**src/rtl/keyreg_pkg.sv**
```systemverilog
package keyreg_pkg;

  localparam int DW   = 32;
  localparam int IW   = 10;
  localparam int NPLL = 3;

  typedef enum logic [1:0] {
    ACC_NONE = 2'd0,
    ACC_RW   = 2'd1,
    ACC_RO   = 2'd2,
    ACC_WO   = 2'd3
  } acc_cls_e;

  typedef enum logic [1:0] {
    RO_NONE    = 2'd0,
    RO_LSTAT   = 2'd1,
    RO_PLLSTAT = 2'd2,
    RO_MODE    = 2'd3
  } ro_sel_e;

  // word indices (byte offset / 4)
  localparam logic [IW-1:0] IDX_SCR     = 10'h000;
  localparam logic [IW-1:0] IDX_LOCK    = 10'h001;
  localparam logic [IW-1:0] IDX_UNLOCK  = 10'h002;
  localparam logic [IW-1:0] IDX_LSTAT   = 10'h003;
  localparam logic [IW-1:0] IDX_PLL0    = 10'h040;
  localparam logic [IW-1:0] IDX_PLLSTAT = 10'h043;
  localparam logic [IW-1:0] IDX_UART    = 10'h055;
  localparam logic [IW-1:0] IDX_RST     = 10'h080;
  localparam logic [IW-1:0] IDX_MODE    = 10'h097;
  localparam logic [IW-1:0] IDX_GP0     = 10'h0C0;

  localparam logic [15:0] KEY_CLOSE = 16'h767B;
  localparam logic [15:0] KEY_OPEN  = 16'hDF0D;

  localparam logic [DW-1:0] PLL_RST_VAL  = 32'h0001_A008;
  localparam logic [DW-1:0] UART_RST_VAL = 32'h0000_3F03;
  localparam logic [DW-1:0] PLLSTAT_VAL  = 32'h0000_003F;

  // storage slot numbering
  localparam int SLOT_SCR  = 0;
  localparam int SLOT_PLL0 = 1;
  localparam int SLOT_UART = 1 + NPLL;
  localparam int SLOT_RST  = 2 + NPLL;
  localparam int SLOT_GP0  = 3 + NPLL;

endpackage

```
**src/rtl/keyreg_decode.sv**
```systemverilog
module keyreg_decode
  import keyreg_pkg::*;
#(
  parameter int NUM_GP = 8,
  localparam int NSLOT = SLOT_GP0 + NUM_GP,
  localparam int SW    = $clog2(NSLOT)
) (
  input  logic [IW-1:0] idx,
  output acc_cls_e      cls,
  output ro_sel_e       ro_sel,
  output logic [SW-1:0] slot,
  output logic          hit_close,
  output logic          hit_open
);

  localparam logic [IW-1:0] PLL_END = IW'(int'(IDX_PLL0) + NPLL);
  localparam logic [IW-1:0] GP_END  = IW'(int'(IDX_GP0) + NUM_GP);

  always_comb begin
    cls    = ACC_NONE;
    ro_sel = RO_NONE;
    slot   = '0;
    if (idx == IDX_SCR) begin
      cls  = ACC_RW;
      slot = SW'(SLOT_SCR);
    end else if (idx == IDX_LOCK || idx == IDX_UNLOCK) begin
      cls = ACC_WO;
    end else if (idx == IDX_LSTAT) begin
      cls    = ACC_RO;
      ro_sel = RO_LSTAT;
    end else if (idx >= IDX_PLL0 && idx < PLL_END) begin
      cls  = ACC_RW;
      slot = SW'(idx - IDX_PLL0) + SW'(SLOT_PLL0);
    end else if (idx == IDX_PLLSTAT) begin
      cls    = ACC_RO;
      ro_sel = RO_PLLSTAT;
    end else if (idx == IDX_UART) begin
      cls  = ACC_RW;
      slot = SW'(SLOT_UART);
    end else if (idx == IDX_RST) begin
      cls  = ACC_RW;
      slot = SW'(SLOT_RST);
    end else if (idx == IDX_MODE) begin
      cls    = ACC_RO;
      ro_sel = RO_MODE;
    end else if (idx >= IDX_GP0 && idx < GP_END) begin
      cls  = ACC_RW;
      slot = SW'(idx - IDX_GP0) + SW'(SLOT_GP0);
    end
  end

  assign hit_close = (idx == IDX_LOCK);
  assign hit_open  = (idx == IDX_UNLOCK);

endmodule

```
**src/rtl/keyreg_lock.sv**
```systemverilog
module keyreg_lock
  import keyreg_pkg::*;
(
  input  logic        clk,
  input  logic        rst_n,
  input  logic        wr_en,
  input  logic        hit_close,
  input  logic        hit_open,
  input  logic [15:0] key,
  output logic        locked_q
);

  logic locked_d;

  always_comb begin
    locked_d = locked_q;
    if (wr_en && hit_close && key == KEY_CLOSE) begin
      locked_d = 1'b1;
    end else if (wr_en && hit_open && key == KEY_OPEN) begin
      locked_d = 1'b0;
    end
  end

  always_ff @(posedge clk or negedge rst_n) begin
    if (!rst_n) begin
      locked_q <= 1'b1;
    end else begin
      locked_q <= locked_d;
    end
  end

endmodule

```
**src/rtl/keyreg_store.sv**
```systemverilog
module keyreg_store
  import keyreg_pkg::*;
#(
  parameter int NUM_GP = 8,
  localparam int NSLOT = SLOT_GP0 + NUM_GP,
  localparam int SW    = $clog2(NSLOT)
) (
  input  logic                     clk,
  input  logic                     rst_n,
  input  logic                     we,
  input  logic [SW-1:0]            slot,
  input  logic [DW-1:0]            wdata,
  output logic [NSLOT-1:0][DW-1:0] q
);

  function automatic logic [DW-1:0] slot_rst(int s);
    if (s >= SLOT_PLL0 && s < SLOT_PLL0 + NPLL) return PLL_RST_VAL;
    if (s == SLOT_UART) return UART_RST_VAL;
    return '0;
  endfunction

  function automatic logic [DW-1:0] slot_mask(int s);
    if (s == SLOT_SCR) return 32'h0000_0001;
    return '1;
  endfunction

  for (genvar s = 0; s < NSLOT; s++) begin : g_slot
    localparam logic [DW-1:0] RV = slot_rst(s);
    localparam logic [DW-1:0] MK = slot_mask(s);
    logic          en;
    logic [DW-1:0] d;

    assign en = we && (slot == SW'(s));
    assign d  = wdata & MK;

    always_ff @(posedge clk or negedge rst_n) begin
      if (!rst_n) begin
        q[s] <= RV;
      end else if (en) begin
        q[s] <= d;
      end
    end
  end

endmodule

```
**src/rtl/keyreg_bank.sv**
```systemverilog
module keyreg_bank
  import keyreg_pkg::*;
#(
  parameter int              NUM_GP   = 8,
  parameter logic [DW-1:0]   MODE_VAL = 32'h0000_0001
) (
  input  logic          clk,
  input  logic          rst_n,
  input  logic          wr_en,
  input  logic          rd_en,
  input  logic [11:0]   addr,
  input  logic [DW-1:0] wdata,
  output logic [DW-1:0] rdata,
  output logic          acc_err,
  output logic          soft_rst_req
);

  localparam int NSLOT = SLOT_GP0 + NUM_GP;
  localparam int SW    = $clog2(NSLOT);

  logic [IW-1:0]            idx;
  acc_cls_e                 dec_cls;
  ro_sel_e                  dec_ro;
  logic [SW-1:0]            dec_slot;
  logic                     hit_close;
  logic                     hit_open;
  logic                     lock_q;
  logic                     wr_ok;
  logic                     rd_ok;
  logic                     st_we;
  logic [NSLOT-1:0][DW-1:0] st_q;
  logic [DW-1:0]            rd_word;
  logic                     rst_req_d;
  logic                     rst_req_q;
  logic                     unused_abits;

  assign idx          = addr[11:2];
  assign unused_abits = ^addr[1:0];

  keyreg_decode #(.NUM_GP(NUM_GP)) u_dec (
    .idx       (idx),
    .cls       (dec_cls),
    .ro_sel    (dec_ro),
    .slot      (dec_slot),
    .hit_close (hit_close),
    .hit_open  (hit_open)
  );

  keyreg_lock u_lock (
    .clk       (clk),
    .rst_n     (rst_n),
    .wr_en     (wr_en),
    .hit_close (hit_close),
    .hit_open  (hit_open),
    .key       (wdata[15:0]),
    .locked_q  (lock_q)
  );

  assign wr_ok = (dec_cls == ACC_RW) || (dec_cls == ACC_WO);
  assign rd_ok = (dec_cls == ACC_RW) || (dec_cls == ACC_RO);
  assign st_we = wr_en && (dec_cls == ACC_RW) && !lock_q;

  keyreg_store #(.NUM_GP(NUM_GP)) u_store (
    .clk   (clk),
    .rst_n (rst_n),
    .we    (st_we),
    .slot  (dec_slot),
    .wdata (wdata),
    .q     (st_q)
  );

  always_comb begin
    case (dec_ro)
      RO_LSTAT:   rd_word = {{(DW-1){1'b0}}, lock_q};
      RO_PLLSTAT: rd_word = PLLSTAT_VAL;
      RO_MODE:    rd_word = MODE_VAL;
      default:    rd_word = st_q[dec_slot];
    endcase
  end

  assign rdata   = (rd_en && rd_ok) ? rd_word : '0;
  assign acc_err = (wr_en && !wr_ok) || (rd_en && !rd_ok);

  assign rst_req_d = st_we && (dec_slot == SW'(SLOT_RST)) && wdata[0];

  always_ff @(posedge clk or negedge rst_n) begin
    if (!rst_n) begin
      rst_req_q <= 1'b0;
    end else begin
      rst_req_q <= rst_req_d;
    end
  end

  assign soft_rst_req = rst_req_q;

endmodule

```
**config.mk**
```make
export PLATFORM = sky130hd
export DESIGN_NAME = keyreg_bank
export DESIGN_NICKNAME = d
export VERILOG_FILES = /design/src/rtl/keyreg_pkg.sv /design/src/rtl/keyreg_decode.sv /design/src/rtl/keyreg_lock.sv /design/src/rtl/keyreg_store.sv /design/src/rtl/keyreg_bank.sv
export SDC_FILE = /design/constraint.sdc
export NUM_CORES = 1
export LEC_CHECK = 0
export BUFFER_PORTS_ARGS = -buffer_cell sky130_fd_sc_hd__clkbuf_2
export CAP_MARGIN = 20
export CELL_PAD_IN_SITES_DETAIL_PLACEMENT = 0
export CELL_PAD_IN_SITES_GLOBAL_PLACEMENT = 1
export CORE_ASPECT_RATIO = 1.25
export CORE_UTILIZATION = 35
export CTS_CLUSTER_SIZE = 28
export DETAILED_ROUTE_END_ITERATION = 6
export GPL_TIMING_DRIVEN = 0
export MAX_ROUTING_LAYER = met4
export PLACE_DENSITY = 0.64
export SLEW_MARGIN = 20
export SYNTH_ARGS = -nofsm -noshare
export SYNTH_HDL_FRONTEND = slang
export SYNTH_SLANG_ARGS = --single-unit
```
**constraint.sdc**
```tcl
create_clock -name clk -period 8 [get_ports clk]
set_clock_uncertainty 0.1 [all_clocks]
set_input_delay 2.4 -clock clk [delete_from_list [all_inputs] [get_ports clk]]
set_output_delay 2.4 -clock clk [all_outputs]
set_load 0.1 [all_outputs]
```
==> run summary, run 1 <==
Status = finished clean
Syn Inst Count = 1684
Final min period = 7920 ps
Fin. Hold Viols = 0
Max Freq = 126 MHz
Routed len/inst = 24.6 µm
Wl on met1 = 27400 µm
Clock sinks = 419
Pleak = 0.0119 µW
Number of global-route vias before repair = 15000
Most used DFF post-synth = dfrtp_1
Initial antenna violation count = 0
Max IR drop VDD = 161 µV
Drt total wl = 64100 µm
P&R area growth vs syn = 17.9%
Htree depth = 2
Core Footprint = 57300 µm²
CTS tree = yes
Vias = 14200
Post-route clock period utilization = 0.990
Syn. warnings = 0
First-pass GRT wire length = 97200 µm
Crit end category = output pin
Area after DPL = 21900 µm²
Worst-margin pin slew = 948 ps
Clock latency on the worst-skew pair = 580 ps
Sequential Area = 10500 µm²
Register bit total from synthesis = 419
Top-level I/O count = 82
Share of Yosys cell area claimed by the top area cell type = 0.490
Detailed placer's ending HPWL = 43800 µm
Global-route usage over all layers = 0.228
Largest net degree at the start of global routing = 85
Startpoint Class = input pin
Met2 Routed Length = 31700 µm
Slew headroom = 0.368
Ant diodes = 0
Largest cells by area after synthesis = dfrtp_1, mux2_2, mux2_1, nand2_1, dfstp_2
Fin area = 24000 µm²
Worst hold slack = 381 ps
CP required = 5500 ps
Grt total ovfl = 0
Port bufs = 79
Initial Utilization = 0.355
Die ar. = 59000 µm²
DR DRC count = 0
Clock Tree Buf Depth = 3
Yosys cell types = 65
FILL cells = 5410
Most frequent cell after synthesis = dfrtp_1
Area leader, netlist = dfrtp_1
Post-synth ARST share = 1.00
Total CTS buffers = 46
CTS Root Cell = clkbuf_16
Nets = 1881
Synthesized cell area = 20300 µm²
Setup CP Type = in2out
CTS Hold Buffers Added = 0
Met3 WL = 2890 µm
Most frequent cells after synthesis = dfrtp_1, mux2_2, nand2_1, mux2_1, clkbuf_1
Hold Path Class = reg2reg
P per Cell Area = 185 nW/µm²
Area of the multi-input gates = 9230 µm²
Die X = 218 µm
TNS Setup = 0 ps
Initial DRT Pass Iterations = 7
Seq/Total Area, Yosys = 0.517
Mapped Nets = 1740
Worst slack at placement = -1400 ps
Layout cells sized above 1 = 0.333
Tot Pwr = 4430 µW
Worst-path fanout max = 10
Max cap viols = 0
Arr. time, crit path = 5420 ps
Final GP Congestion = 0.856
Number of synthesized flops with an enable pin = 0
Clk slew on worst S/H paths = 60 ps
Die height = 271 µm
Final WS setup = 78.0 ps
Average size of a mapped cell = 12.1 µm²
Setup violations, final = 0
Vias per Instance = 5.42
Row Count = 98
1st-iter DRT viols = 825
RSZ-0062 raised after global routing = false
DR top layer = met4
Slew Limit Fails = 0
Post-route ant nets = 0
==> metal layers <==
metal / global-route usage / up-vias
li1: - / 6337
met1: 0.284 / 7394
met2: 0.377 / 315
met3: 0.0318 / 113
met4: 0.0773 / 0
met5: - / -
==> critical path: stages <==
cell      delay [ps]
clkbuf_2         140
buf_2            240
inv_1            110
ha_1             220
or2_2            330
a21oi_1          240
clkbuf_4         330
nand2_2          220
clkbuf_2         330
o221ai_1         320
o2111a_1         260
clkbuf_8         250
==> power by group <==
| part | internal, µW | switching (µW) | leakage (µW) | total [µW] |
|---|---|---|---|---|
| combinational | 39.7 | 136 | 0.00538 | 176 |
| clock | 1230 | 904 | 0.000750 | 2140 |
| sequential | 2120 | 0.964 | 0.00578 | 2120 |
| total | 3390 | 1040 | 0.0119 | 4430 |
==> final cells by class <==
cell class / instances / area share
inverter: 7 / 0.00110
clock buffer: 75 / 0.0601
tap: 750 / 0.0392
multi-input combinational: 1112 / 0.385
buffer: 146 / 0.0330
sequential: 419 / 0.439
clock inverter: 9 / 0.00324
timing repair buffer: 93 / 0.0393
==> sequential cells by signal, summed over array words and instances (netlist names) <==
signal           flops
u_lock.locked_q      1
soft_rst_req         1
u_store.q          417
==> cell families after synthesis <==
logic type | count (synthesis) | synth area share
compound gates | 212 | 0.0800
fa+ha+maj | 8 | 0.00493
buf+inv | 153 | 0.0370
flops | 419 | 0.517
mux | 493 | 0.270
simple gates | 399 | 0.0908
==> what timing repair did <==
| action | in CTS | in global routing |
|---|---|---|
| endpoints found under the setup margin | 32 | 32 |
| resized for setup | 109 | 22 |
| pin swaps | 2 | 2 |
| hold endpoints to repair | 0 | 0 |
| buffers inserted | 5 | 4 |
==> stage by stage <==
stage	std cells	utilization
3_3_place_gp	2513	0.380
2_1_floorplan	1684	-
3_5_place_dp	2518	0.382
5_1_grt	2611	0.418
4_1_cts	2607	0.417
6_report	2611	0.418
==> worst paths after layout <==
path                                 startpoint        endpoint  slack (ps)  depth (start not counted)
worst max-delay path                    addr[4]       rdata[24]          80                         12
worst min-delay path             u_store.q[174]  u_store.q[174]         380                          1
worst max register to register  u_lock.locked_q  u_store.q[117]        5480                          6
worst min register to register   u_store.q[174]  u_store.q[174]         380                          1
max in group asynchronous                 rst_n  u_store.q[139]        4810                          3
min in group asynchronous                 rst_n   u_store.q[56]        1690                          1
==> cell usage in the layout (no fill, tap or decap), types with 26 or more instances in the layout <==
| master | instances |
|---|---|
| clkbuf_1 | 58 |
| dfrtp_1 | 398 |
| clkbuf_2 | 58 |
| nand3_1 | 26 |
| nand2_1 | 245 |
| and3_1 | 28 |
| clkbuf_8 | 33 |
| buf_2 | 43 |
| a221o_1 | 26 |
| mux2i_1 | 54 |
| nor2_1 | 36 |
| clkbuf_16 | 55 |
| a21oi_1 | 56 |
| mux2_2 | 284 |
| buf_4 | 45 |
| mux2_1 | 155 |
| a31oi_1 | 27 |
No activity file was read; power rests on OpenSTA's default activity.
==> run 2, diff against run 1 <==
--- a/config.mk
+++ b/config.mk
@@ -5,6 +5,7 @@
 export SDC_FILE = /design/constraint.sdc
 export NUM_CORES = 1
 export LEC_CHECK = 0
+export ABC_AREA = 1
 export BUFFER_PORTS_ARGS = -buffer_cell sky130_fd_sc_hd__clkbuf_2
 export CAP_MARGIN = 20
 export CELL_PAD_IN_SITES_DETAIL_PLACEMENT = 0
@@ -15,7 +16,7 @@
 export DETAILED_ROUTE_END_ITERATION = 6
 export GPL_TIMING_DRIVEN = 0
 export MAX_ROUTING_LAYER = met4
-export PLACE_DENSITY = 0.64
+export PLACE_DENSITY = 0.67
 export SLEW_MARGIN = 20
 export SYNTH_ARGS = -nofsm -noshare
 export SYNTH_HDL_FRONTEND = slang
==> run summary, run 2 <==
CP required = 5500 ps
Htree depth = 2
Final min period = 7910 ps
Register bit total from synthesis = 419
Commonest non-fill, non-tap cell in the layout = nand2_1
P per Cell Area = 201 nW/µm²
Grt total ovfl = 0
Clk slew on worst S/H paths = 60 ps
Post-route clock period utilization = 0.988
Top-level I/O count = 82
CTS tree = yes
Area after DPL = 20700 µm²
Clock latency on the worst-skew pair = 560 ps
Nets = 2519
Die height = 264 µm
Worst r2r src = u_lock.locked_q
Vias per Instance = 5.39
CTS Root Cell = clkbuf_16
Layout cells sized above 1 = 0.125
Drt total wl = 75100 µm
Largest delay contributor family on the critical path = buffers and inverters
Number of synthesized flops with an enable pin = 0
Syn. warnings = 0
CP Depth = 17
Worst-path fanout max = 10
Setup violations, final = 0
Max Freq = 127 MHz
Crit path to = rdata[8]
Global-route usage over all layers = 0.280
Detailed placer's ending HPWL = 51500 µm
Area leader, netlist = dfrtp_1
Slew headroom = 0.278
Commonest non-fill, non-tap cells in the layout = nand2_1, o21ai_0, dfrtp_1
1st-iter DRT viols = 1513
Synthesized cell area = 19200 µm²
Yosys cell types = 41
Clock Tree Buf Depth = 3
Row Count = 95
Slew Limit Fails = 0
Most frequent cells after synthesis = nand2_1, o21ai_0, dfrtp_1, clkbuf_1, inv_1
Post-route ant nets = 0
Fin. Hold Viols = 0
Setup CP Type = in2out
Worst R2R Path Depth = 7
Max incr delay on CP = 460 ps
Fin area = 22600 µm²
Final GP Congestion = 0.877
Initial DRT Pass Iterations = 5
Crit end category = output pin
Top reg by flops = u_store.q
Post-synth ARST share = 1.00
Placed cells = 3139
Worst-margin pin slew = 1080 ps
Critical path cell sequence = clkbuf_2, inv_1, ha_1, inv_1, nor2_1, nand3_1, nand3_2, nand2_4, inv_2, nand2_1, buf_4, buf_2, o22ai_1, o21ai_0, nand2_1, nor2_2, clkbuf_2
Most frequent cell after synthesis = nand2_1
Hold Path Class = reg2reg
Pleak = 0.0100 µW
Arr. time, crit path = 5410 ps
Max cap viols = 0
Seq/Total Area, Yosys = 0.547
Util after Layout = 0.418
Total CTS buffers = 45
Core Footprint = 54000 µm²
Clock sinks = 419
Worst Path Buf+Inv = 7
Number of global-route vias before repair = 17000
Mapped Nets = 2385
Die X = 212 µm
First-pass GRT wire length = 112000 µm
Initial antenna violation count = 0
Average size of a mapped cell = 8.25 µm²
Ant diodes = 0
Syn Inst Count = 2329
Initial Utilization = 0.356
Number of flip-flops in the largest register = 417
Port bufs = 78
DR DRC count = 0
Max IR drop VDD = 133 µV
Routed len/inst = 23.3 µm
Vias = 17400
P&R area growth vs syn = 17.5%
Die ar. = 55800 µm²
CP startpoint = addr[2]
Startpoint Class = input pin
Share of Yosys cell area claimed by the top area cell type = 0.518
Finished Layout Cells = 3227
Register-to-register setup slack = 5100 ps
Most used DFF post-synth = dfrtp_1
R2R Path End = u_store.q[383]
Largest net degree at the start of global routing = 91
Status = finished clean
Critical Path Slowest Stage Cell = clkbuf_2
Largest cells by area after synthesis = dfrtp_1, nand2_1, o21ai_0, o22ai_1, dfstp_2
-- run 2: cell count changes in the layout (fill, tap and decap cells not counted), moves of 50 or more --
cell	delta
inv_1	+119
clkbuf_1	+65
nand2_1	+490
o22ai_1	+94
mux2_2	-283
o21ai_1	+65
o21ai_0	+461
mux2i_1	-54
a21oi_1	-50
mux2_1	-155
-- run 2: area by class of cell --
type	count	area, µm²
repair buffers	87	691
inverters	133	502
fillers	5530	31400
flip-flops and latches	419	10500
clock buffers	75	1460
plain buffers	177	831
well taps	727	910
clock inverters	9	124
multi-input cells	1600	7550
-- run 2: worst reg2reg max path, delay by kind of cell (launching register included) --
family	cells	cell delay [ps]
DFF	1	530
buffers and inverters	3	1180
AOI/OAI and AO/OA	1	120
and+or+nand+nor	3	880
-- run 2: cell families (layout without fill, tap and decap cells) --
logic type | Yosys count | after routing | synth area share
buf+inv | 310 | 481 | 0.0661
xor+xnor | 2 | 2 | 0.000912
simple gates | 910 | 910 | 0.194
compound gates | 679 | 679 | 0.186
mux | 1 | 1 | 0.000586
fa+ha+maj | 8 | 8 | 0.00521
flops | 419 | 419 | 0.547
-- run 2: worst min path at each step --
| stage | slack [ps] | startpoint | end | cells past startpoint |
|---|---|---|---|---|
| global placement | 360 | u_store.q[290] | u_store.q[290] | 2 |
| detailed placement | 370 | u_store.q[228] | u_store.q[228] | 2 |
| floorplan | 340 | u_store.q[162] | u_store.q[162] | 2 |
| finish | 380 | u_store.q[162] | u_store.q[162] | 2 |
| global route | 400 | u_store.q[172] | u_store.q[172] | 2 |
| CTS | 380 | u_store.q[228] | u_store.q[228] | 2 |
-- run 2: layer usage --
metal | track usage | routed length [µm]
met1 | 0.349 | 30500
met2 | 0.464 | 37400
met3 | 0.0313 | 4260
met4 | 0.112 | 3000
met5 | - | 0
-- run 2: timing repair --
action                                  CTS  global route
endpoints found under the setup margin   28            31
pin swaps                                 1             1
hold buffers                              0             0
buffers inserted                          3             1
gates resized for setup                  41            71
hold endpoints to repair                  0             0
-- run 2: metrics by stage --
| stage | TNS, ps | setup slack (ps) | power, µW | hold slack [ps] |
|---|---|---|---|---|
| detailed placement | -14410 | -681 | 2360 | 366 |
| CTS | 0 | 10.4 | 4570 | 380 |
| global route | -71.6 | -20.7 | 4670 | 400 |
| finish | 0 | 95.0 | 4550 | 379 |
| global placement | -2102380 | -5200 | 2350 | 357 |
| floorplan | 0 | 237 | 2250 | 344 |
-- run 2: power by group --
part | internal [µW] | switching, µW | total [µW]
Clock | 1340 | 889 | 2230
Sequential | 2130 | 4.14 | 2130
Combinational | 43.8 | 141 | 185
